$ cat src/rtl/mc_pkg.sv
package mc_pkg;

   localparam int unsigned XLEN   = 32;
   localparam int unsigned REG_AW = 5;

   localparam logic [5:0] OPC_ALU   = 6'h00;
   localparam logic [5:0] OPC_LOAD  = 6'h23;
   localparam logic [5:0] OPC_STORE = 6'h2B;
   localparam logic [5:0] OPC_BEQ   = 6'h04;
   localparam logic [5:0] OPC_JMP   = 6'h02;

   localparam logic [5:0] FN_ADD = 6'h20;
   localparam logic [5:0] FN_SUB = 6'h22;
   localparam logic [5:0] FN_AND = 6'h24;
   localparam logic [5:0] FN_OR  = 6'h25;
   localparam logic [5:0] FN_SLT = 6'h2A;

   typedef enum logic [3:0] {
      ST_FETCH, ST_DECODE, ST_ADDR, ST_EXEC, ST_RWB,
      ST_MRD, ST_MWR, ST_LWB, ST_BEQ, ST_JMP
   } mc_state_e;

   typedef enum logic [2:0] {
      ALU_ADD, ALU_SUB, ALU_AND, ALU_OR, ALU_SLT
   } alu_op_e;

   typedef enum logic [0:0] { SRCX_PC, SRCX_REG } srcx_e;
   typedef enum logic [1:0] { SRCY_REG, SRCY_FOUR, SRCY_IMM, SRCY_BOFF } srcy_e;
   typedef enum logic [1:0] { PCS_ALU, PCS_HOLD, PCS_JUMP } pcsrc_e;

   typedef struct packed {
      logic    ir_we;
      logic    pc_we;
      pcsrc_e  pc_src;
      logic    mem_rd;
      logic    mem_wr;
      logic    data_addr;
      srcx_e   srcx;
      srcy_e   srcy;
      alu_op_e alu_op;
      logic    res_we;
      logic    opnd_we;
      logic    mdr_we;
      logic    reg_we;
      logic    wb_mem;
   } mc_ctl_t;

   function automatic logic opc_known(input logic [5:0] op);
      return (op == OPC_ALU) || (op == OPC_LOAD) || (op == OPC_STORE) ||
             (op == OPC_BEQ) || (op == OPC_JMP);
   endfunction

   function automatic logic fn_known(input logic [5:0] fn);
      return (fn == FN_ADD) || (fn == FN_SUB) || (fn == FN_AND) ||
             (fn == FN_OR) || (fn == FN_SLT);
   endfunction

   function automatic alu_op_e fn_to_alu(input logic [5:0] fn);
      case (fn)
         FN_SUB:  return ALU_SUB;
         FN_AND:  return ALU_AND;
         FN_OR:   return ALU_OR;
         FN_SLT:  return ALU_SLT;
         default: return ALU_ADD;
      endcase
   endfunction

endpackage

$ cat src/rtl/mc_alu.sv
module mc_alu
   import mc_pkg::*;
#(
   parameter int unsigned W = 32
) (
   input  alu_op_e        op,
   input  logic [W-1:0]   x,
   input  logic [W-1:0]   y,
   output logic [W-1:0]   res,
   output logic           zero
);

   if (W < 2) begin : g_bad_width
      $error("mc_alu: W must be at least 2");
   end

   logic lt_signed;
   assign lt_signed = $signed(x) < $signed(y);

   always_comb begin
      case (op)
         ALU_SUB: res = x - y;
         ALU_AND: res = x & y;
         ALU_OR:  res = x | y;
         ALU_SLT: res = {{(W-1){1'b0}}, lt_signed};
         default: res = x + y;
      endcase
   end

   assign zero = (res == '0);

endmodule

$ cat src/rtl/mc_regfile.sv
module mc_regfile #(
   parameter int unsigned W  = 32,
   parameter int unsigned AW = 5
) (
   input  logic          clk,
   input  logic          rst_n,
   input  logic [AW-1:0] sel_a,
   input  logic [AW-1:0] sel_b,
   input  logic [AW-1:0] sel_d,
   output logic [W-1:0]  out_a,
   output logic [W-1:0]  out_b,
   output logic [W-1:0]  out_d,
   input  logic          wr_en,
   input  logic [AW-1:0] wr_sel,
   input  logic [W-1:0]  wr_data
);

   localparam int unsigned NREG = 1 << AW;

   if (AW < 1 || AW > 6) begin : g_bad_aw
      $error("mc_regfile: AW out of range");
   end

   logic [W-1:0] cells [NREG];

   for (genvar g = 0; g < NREG; g++) begin : g_cell
      if (g == 0) begin : g_zero
         assign cells[g] = '0;
      end else begin : g_live
         logic [W-1:0] q;
         always_ff @(posedge clk or negedge rst_n) begin
            if (!rst_n)
               q <= '0;
            else if (wr_en && wr_sel == AW'(g))
               q <= wr_data;
         end
         assign cells[g] = q;
      end
   end

   assign out_a = cells[sel_a];
   assign out_b = cells[sel_b];
   assign out_d = cells[sel_d];

endmodule

$ cat src/rtl/mc_ctrl.sv
module mc_ctrl
   import mc_pkg::*;
(
   input  logic       clk,
   input  logic       rst_n,
   input  logic [5:0] opcode,
   input  logic [5:0] funct,
   input  logic       alu_zero,
   output mc_state_e  state,
   output mc_ctl_t    ctl
);

   mc_state_e nxt;

   always_ff @(posedge clk or negedge rst_n) begin
      if (!rst_n)
         state <= ST_FETCH;
      else
         state <= nxt;
   end

   always_comb begin
      nxt = ST_FETCH;
      case (state)
         ST_FETCH:  nxt = ST_DECODE;
         ST_DECODE: begin
            case (opcode)
               OPC_ALU:   nxt = ST_EXEC;
               OPC_LOAD:  nxt = ST_ADDR;
               OPC_STORE: nxt = ST_ADDR;
               OPC_BEQ:   nxt = ST_BEQ;
               OPC_JMP:   nxt = ST_JMP;
               default:   nxt = ST_FETCH;
            endcase
         end
         ST_EXEC:   nxt = fn_known(funct) ? ST_RWB : ST_FETCH;
         ST_ADDR:   nxt = (opcode == OPC_LOAD) ? ST_MRD : ST_MWR;
         ST_MRD:    nxt = ST_LWB;
         default:   nxt = ST_FETCH;
      endcase
   end

   always_comb begin
      ctl        = '0;
      ctl.srcx   = SRCX_PC;
      ctl.srcy   = SRCY_REG;
      ctl.alu_op = ALU_ADD;
      ctl.pc_src = PCS_ALU;
      case (state)
         ST_FETCH: begin
            ctl.mem_rd = 1'b1;
            ctl.ir_we  = 1'b1;
            ctl.srcy   = SRCY_FOUR;
            ctl.pc_we  = 1'b1;
         end
         ST_DECODE: begin
            ctl.srcy    = SRCY_BOFF;
            ctl.res_we  = 1'b1;
            ctl.opnd_we = 1'b1;
         end
         ST_ADDR: begin
            ctl.srcx   = SRCX_REG;
            ctl.srcy   = SRCY_IMM;
            ctl.res_we = 1'b1;
         end
         ST_EXEC: begin
            ctl.srcx   = SRCX_REG;
            ctl.alu_op = fn_to_alu(funct);
            ctl.res_we = 1'b1;
         end
         ST_RWB: ctl.reg_we = 1'b1;
         ST_MRD: begin
            ctl.mem_rd    = 1'b1;
            ctl.data_addr = 1'b1;
            ctl.mdr_we    = 1'b1;
         end
         ST_MWR: begin
            ctl.mem_wr    = 1'b1;
            ctl.data_addr = 1'b1;
         end
         ST_LWB: begin
            ctl.reg_we = 1'b1;
            ctl.wb_mem = 1'b1;
         end
         ST_BEQ: begin
            ctl.srcx   = SRCX_REG;
            ctl.alu_op = ALU_SUB;
            ctl.pc_src = PCS_HOLD;
            ctl.pc_we  = alu_zero;
         end
         ST_JMP: begin
            ctl.pc_src = PCS_JUMP;
            ctl.pc_we  = 1'b1;
         end
         default: ;
      endcase
   end


   fetch_then_decode_chk: assert property (@(posedge clk) disable iff (!rst_n)
      state == ST_FETCH |=> state == ST_DECODE);


   bad_opcode_chk: assert property (@(posedge clk) disable iff (!rst_n)
      (state == ST_DECODE && !opc_known(opcode)) |=> state == ST_FETCH);


   bad_funct_chk: assert property (@(posedge clk) disable iff (!rst_n)
      (state == ST_EXEC && !fn_known(funct)) |=> state == ST_FETCH);

endmodule

$ cat src/rtl/mc_core.sv
module mc_core
   import mc_pkg::*;
#(
   parameter int unsigned ADDR_W   = 10,
   parameter logic [31:0] RESET_PC = 32'h0
) (
   input  logic              clk,
   input  logic              rst_n,
   output logic [ADDR_W-1:0] mem_addr,
   output logic [31:0]       mem_wdata,
   input  logic [31:0]       mem_rdata,
   output logic              mem_rd,
   output logic              mem_wr,
   output logic              dbg_fetch,
   output logic [31:0]       dbg_pc,
   input  logic [4:0]        dbg_reg_sel,
   output logic [31:0]       dbg_reg_data
);

   localparam int unsigned ADDR_HI = ADDR_W + 1;

   if (ADDR_W < 2 || ADDR_W > 30) begin : g_bad_addr_w
      $error("mc_core: ADDR_W must lie in 2..30");
   end
   if (RESET_PC[1:0] != 2'b00) begin : g_bad_reset_pc
      $error("mc_core: RESET_PC must be word aligned");
   end

   mc_state_e     state;
   mc_ctl_t       ctl;

   logic [XLEN-1:0] pc, ir, mdr, opnd_x, opnd_y, res_q;
   logic [XLEN-1:0] imm_sx, alu_x, alu_y, alu_res, pc_next, rf_a, rf_b;
   logic [XLEN-1:0] wb_data;
   logic [REG_AW-1:0] wb_sel;
   logic            alu_zero;

   assign imm_sx = {{16{ir[15]}}, ir[15:0]};

   mc_ctrl u_ctrl (
      .clk      (clk),
      .rst_n    (rst_n),
      .opcode   (ir[31:26]),
      .funct    (ir[5:0]),
      .alu_zero (alu_zero),
      .state    (state),
      .ctl      (ctl)
   );

   always_comb begin
      alu_x = (ctl.srcx == SRCX_REG) ? opnd_x : pc;
      case (ctl.srcy)
         SRCY_FOUR: alu_y = 32'd4;
         SRCY_IMM:  alu_y = imm_sx;
         SRCY_BOFF: alu_y = {imm_sx[29:0], 2'b00};
         default:   alu_y = opnd_y;
      endcase
   end

   mc_alu #(.W(XLEN)) u_alu (
      .op   (ctl.alu_op),
      .x    (alu_x),
      .y    (alu_y),
      .res  (alu_res),
      .zero (alu_zero)
   );

   always_comb begin
      case (ctl.pc_src)
         PCS_HOLD: pc_next = res_q;
         PCS_JUMP: pc_next = {pc[31:28], ir[25:0], 2'b00};
         default:  pc_next = alu_res;
      endcase
   end

   assign wb_sel  = ctl.wb_mem ? ir[20:16] : ir[15:11];
   assign wb_data = ctl.wb_mem ? mdr : res_q;

   mc_regfile #(.W(XLEN), .AW(REG_AW)) u_rf (
      .clk     (clk),
      .rst_n   (rst_n),
      .sel_a   (ir[25:21]),
      .sel_b   (ir[20:16]),
      .sel_d   (dbg_reg_sel),
      .out_a   (rf_a),
      .out_b   (rf_b),
      .out_d   (dbg_reg_data),
      .wr_en   (ctl.reg_we),
      .wr_sel  (wb_sel),
      .wr_data (wb_data)
   );

   always_ff @(posedge clk or negedge rst_n) begin
      if (!rst_n) begin
         pc     <= RESET_PC;
         ir     <= '0;
         mdr    <= '0;
         opnd_x <= '0;
         opnd_y <= '0;
         res_q  <= '0;
      end else begin
         if (ctl.pc_we)   pc  <= pc_next;
         if (ctl.ir_we)   ir  <= mem_rdata;
         if (ctl.mdr_we)  mdr <= mem_rdata;
         if (ctl.opnd_we) begin
            opnd_x <= rf_a;
            opnd_y <= rf_b;
         end
         if (ctl.res_we)  res_q <= alu_res;
      end
   end

   assign mem_addr  = ctl.data_addr ? res_q[ADDR_HI:2] : pc[ADDR_HI:2];
   assign mem_wdata = opnd_y;
   assign mem_rd    = ctl.mem_rd;
   assign mem_wr    = ctl.mem_wr;
   assign dbg_fetch = (state == ST_FETCH);
   assign dbg_pc    = pc;


   pc_step_chk: assert property (@(posedge clk) disable iff (!rst_n)
      state == ST_FETCH |=> pc == $past(pc) + 32'd4);


   jump_target_chk: assert property (@(posedge clk) disable iff (!rst_n)
      state == ST_JMP |=> pc == {$past(pc[31:28]), $past(ir[25:0]), 2'b00});


   beq_untaken_chk: assert property (@(posedge clk) disable iff (!rst_n)
      (state == ST_BEQ && opnd_x != opnd_y) |=> $stable(pc));


   store_pulse_chk: assert property (@(posedge clk) disable iff (!rst_n)
      mem_wr |=> !mem_wr);


   bad_opcode_pc_chk: assert property (@(posedge clk) disable iff (!rst_n)
      (state == ST_DECODE && !opc_known(ir[31:26])) |=> $stable(pc));


   strobe_excl_chk: assert property (@(posedge clk) disable iff (!rst_n)
      !(mem_rd && mem_wr));

endmodule

$ cat config.mk
export PLATFORM = sky130hd
export DESIGN_NAME = mc_core
export DESIGN_NICKNAME = d
export VERILOG_FILES = /design/src/rtl/mc_pkg.sv /design/src/rtl/mc_alu.sv /design/src/rtl/mc_regfile.sv /design/src/rtl/mc_ctrl.sv /design/src/rtl/mc_core.sv
export SDC_FILE = /design/constraint.sdc
export NUM_CORES = 2
export LEC_CHECK = 0
export ABC_CLOCK_PERIOD_IN_PS = 8650
export BUFFER_PORTS_ARGS = -buffer_cell sky130_fd_sc_hd__buf_2
export CAP_MARGIN = 20
export CELL_PAD_IN_SITES_DETAIL_PLACEMENT = 2
export CELL_PAD_IN_SITES_GLOBAL_PLACEMENT = 2
export CORE_MARGIN = 4
export CORE_UTILIZATION = 46
export DETAILED_ROUTE_END_ITERATION = 8
export PLACE_DENSITY = 0.82
export SLEW_MARGIN = 25
export SYNTH_ARGS = -nofsm -noshare
export SYNTH_HDL_FRONTEND = slang
export SYNTH_HIERARCHICAL = 1
export SYNTH_SLANG_ARGS = --single-unit
export TNS_END_PERCENT = 10
$ cat constraint.sdc
create_clock -name clk -period 8.65 [get_ports clk]
set_clock_uncertainty 0.15 [all_clocks]
set_input_delay 1.2975 -clock clk [delete_from_list [all_inputs] [get_ports clk]]
set_output_delay 1.2975 -clock clk [all_outputs]
set_load 0.01 [all_outputs]
==> flow_metrics.env <==
export IMPL_vias_per_cell=7.85
export IMPL_cp_buffers_inverters=2
export IMPL_p_leak_nw=36.8
export IMPL_tightestPinTransition_ns=1.22
export IMPL_cts_buffers=136
export IMPL_synth_xor_xnor_area_share_pct=0.146
export IMPL_grt_total_usage_pct=41.7
export IMPL_outcome="completed"
export IMPL_cts_htree_levels=4
export IMPL_drt_first_iter_violations=8632
export IMPL_overflow=0
export IMPL_cpPeakStageDelay_ns=0.62
export IMPL_die_area_mm2=0.172
export IMPL_share_of_cell_area_taken_by_muxes_after_synthesis_pct=40.3
export IMPL_cts_tree="yes"
export IMPL_floorplan_core_area_mm2=0.165
export IMPL_synth_area_mm2=0.0761
export IMPL_highest_clock_rate_mhz=119
export IMPL_largest_family_of_logic_cells_by_synthesized_area="multiplexers"
export IMPL_synth_yosys_warnings=6
export IMPL_report_power_total_mw=32.6
export IMPL_tns_ns=0
export IMPL_maxSlewHeadroom_pct=17.9
export IMPL_synth_net_count=5993
export IMPL_place_detailed_hpwl_mm=203
export IMPL_antenna_viol_nets_final=0
export IMPL_die_width_um=415
export IMPL_area_delta_synth_final_pct=8.59
export IMPL_final_setup_viol_count=0
export IMPL_grt_max_degree=158
export IMPL_crit_family="simple AND/OR/NAND/NOR gates"
export IMPL_ir_drop_mv=0.250
export IMPL_layout_cells_sized_above_1_pct=42.0
export IMPL_timing_final_hold_violations=0
export IMPL_critical_path_endpoint_type="flip-flop"
export IMPL_layout_common_cells="mux2_2 (1251), dfrtp_1 (1176), mux4_2 (576)"
export IMPL_timing_critical_path_fanout_max=58
export IMPL_insertion_delay_ns=0.86
export IMPL_post_synth_inst_count=5854
export IMPL_synth_seq_area_share_pct=39.1
export IMPL_worst_endpoint_arrival_ns=8.92
export IMPL_number_of_antenna_violations_at_the_first_check_in_global_routing=34
export IMPL_maxSlewViolCount=0
export IMPL_most_frequent_standard_cell_in_the_layout_excluding_fill_and_tap_cells="mux2_2"
export IMPL_wl_per_cell_um=46.1
export IMPL_wl_mm=367
export IMPL_synth_async_sr_flop_share_pct=100
export IMPL_grt_first_pass_wirelength_mm=529
export IMPL_placer_congestion=0.891
export IMPL_grt_pass1_vias=68300
export IMPL_finalCriticalPeriod_ns=8.38
export IMPL_num_vias=62500
export IMPL_clock_sinks=1188
export IMPL_syn_mean_instance_area_um2=13.0
export IMPL_clockBufferDepth=3
export IMPL_synth_compound_gate_area_share_pct=10.9
export IMPL_cts_clk_slew_worst_paths_ns=0.07
export IMPL_synth_flop_cell="dfrtp_1"
export IMPL_simple_gate_share_of_the_synthesized_area_pct=3.29
export IMPL_placement_io_buffers=147
export IMPL_critical_path_required_ns=9.20
export IMPL_grt_setup_unrepaired="false"
export IMPL_die_height_um=415
export IMPL_number_of_enable_type_register_cells_in_the_synthesized_netlist=0
export IMPL_period_share_pct=96.9
export IMPL_worst_hold_path_type="primary input to asynchronous set/reset pin"
export IMPL_start_util_pct=46.2
export IMPL_timing_worst_setup_path_type="flip-flop to flip-flop"
export IMPL_design_portCount=148
export IMPL_slowest_stage="or4_1"
export IMPL_drv_cap=0
export IMPL_crit_path_start_kind="flip-flop"
export IMPL_drcViolationCount=0
export IMPL_power_density_mw_per_mm2=395
export IMPL_synth_lib_cells_used_distinct=94
export IMPL_num_nets_final=5809
export IMPL_drt_first_pass_iters=6
export IMPL_post_cts_buffers=0
export IMPL_fp_row_count=149
export IMPL_seq_cells_post_synth=1188
export IMPL_cts_root_buffer_cell="clkbuf_16"
export IMPL_quantity_of_hold_fixing_buffers_added_after_cts=0
export IMPL_synthAdderAreaFrac_pct=1.66
[worst register-to-register path: cells and delay by family, from the launching register on]
family / cells / cell delay [ns]
flip-flops: 1 / 0.54
AO/OA/AOI/OAI: 7 / 1.96
AND/OR/NAND/NOR: 12 / 3.65
buffers and inverters: 2 / 0.68
adder cells (fa/ha/maj): 2 / 0.77
XOR/XNOR: 1 / 0.23
multiplexers: 1 / 0.26
[power by group]
part           internal (mW)  switching, mW  leakage [nW]
clock network           3.32           2.69          2.11
registers               7.29           2.72          16.2
logic                   6.34           10.3          18.5
total                   17.0           15.7          36.8
[sequential cells by signal (all words and copies together), names as in the netlist]
signal                flops
dbg_pc                   32
opnd_x                   32
res_q                    32
u_rf/g_cell.g_live.q    992
ir                       32
u_ctrl/state              4
mem_wdata                32
mdr                      32
[final timing paths]
| kind | from | cells past startpoint | endpoint | slack [ns] |
|---|---|---|---|---|
| hold reg to reg | mdr[7] | 1 | mdr[7] | 0.36 |
| min in group clk | mdr[7] | 1 | mdr[7] | 0.36 |
| setup reg to reg | u_ctrl/state[1] | 25 | dbg_pc[29] | 0.27 |
| max in group asynchronous | rst_n | 3 | u_rf/g_cell[15].g_live.q[2] | 5.92 |
| setup / recovery | u_ctrl/state[1] | 25 | dbg_pc[29] | 0.27 |
| hold / removal | rst_n | 1 | u_rf/g_cell[16].g_live.q[24] | 0.29 |
[kinds of logic (layout without fill, tap and decap cells)]
family,count (synthesis),count (layout)
simple gates,481,481
mux,2180,2180
fa+ha+maj,100,100
xor+xnor,11,11
compound gates,1147,1147
flops,1188,1188
buf+inv,747,666
other cells,0,8
[per-layer routing]
metal  routed length, µm  track usage, %  vias up
met4               30800            29.1       48
met1              130000            50.5    33000
met5                 320               0        -
met3               41200            12.7     1962
met2              165000            63.7     5078
li1                    -               -    22400
[area by class of cell]
cell class	count	area [µm²]
sequential	1188	29800
inverter	134	503
clock buffer	203	3950
antenna	8	20.0
multi-input combinational	3919	43300
tap	2189	2740
timing repair buffer	291	2040
clock inverter	38	383
fill	15100	82000
[metrics by stage]
stage / hold slack, ns / setup slack [ns] / util, % / cell area [µm²] / std cells
3_3_place_gp: 0.333 / 0.677 / 47.5 / 78300 / 7721
3_5_place_dp: 0.345 / 0.389 / 47.5 / 78300 / 7721
5_1_grt: 0.383 / 0.0710 / 50.2 / 82600 / 7963
2_1_floorplan: 0.300 / 2.29 / - / 76100 / 5854
6_report: 0.291 / 0.271 / 50.2 / 82700 / 7970
4_1_cts: 0.360 / 0.0422 / 50.2 / 82600 / 7962
[cells in the mapped netlist (6+ instances only)]
cell,count,area [µm²]
o22ai_1,132,826
mux2_2,1251,14100
o31a_1,6,52.6
o221ai_1,9,78.8
nand4_1,8,50.1
buf_4,53,398
a31oi_1,11,68.8
a21oi_1,75,375
a221o_1,7,70.1
a221oi_1,33,289
a21o_1,26,195
ha_1,98,1230
clkbuf_2,6,30.0
nand2b_1,22,138
buf_2,193,966
o21ai_0,111,556
a22o_1,305,2670
nor3_1,28,140
xnor2_1,7,61.3
mux2i_1,297,2970
o31ai_1,123,923
o21ai_1,101,505
buf_1,13,48.8
a22oi_1,10,75.1
nor2_1,105,394
inv_1,133,499
clkbuf_1,313,1170
nor3b_1,6,45.0
and2_1,107,669
nor2b_1,25,156
and3_1,6,37.5
or3_1,6,37.5
nand2_1,110,413
mux4_2,576,13000
a211oi_1,109,818
nand3_1,14,70.1
buf_6,35,394
nor4_1,12,75.1
dfrtp_1,1188,29700
o211ai_1,12,90.1
mux2_1,56,631
a311oi_1,6,52.6
o21a_1,12,90.1
[timing repair]
action,CTS,global route
gates cloned,0,0
setup endpoints to repair,8,32
pin swaps,0,0
hold endpoints to repair,0,0
resized for setup,2,9
Power figures use the tool's default switching activity.
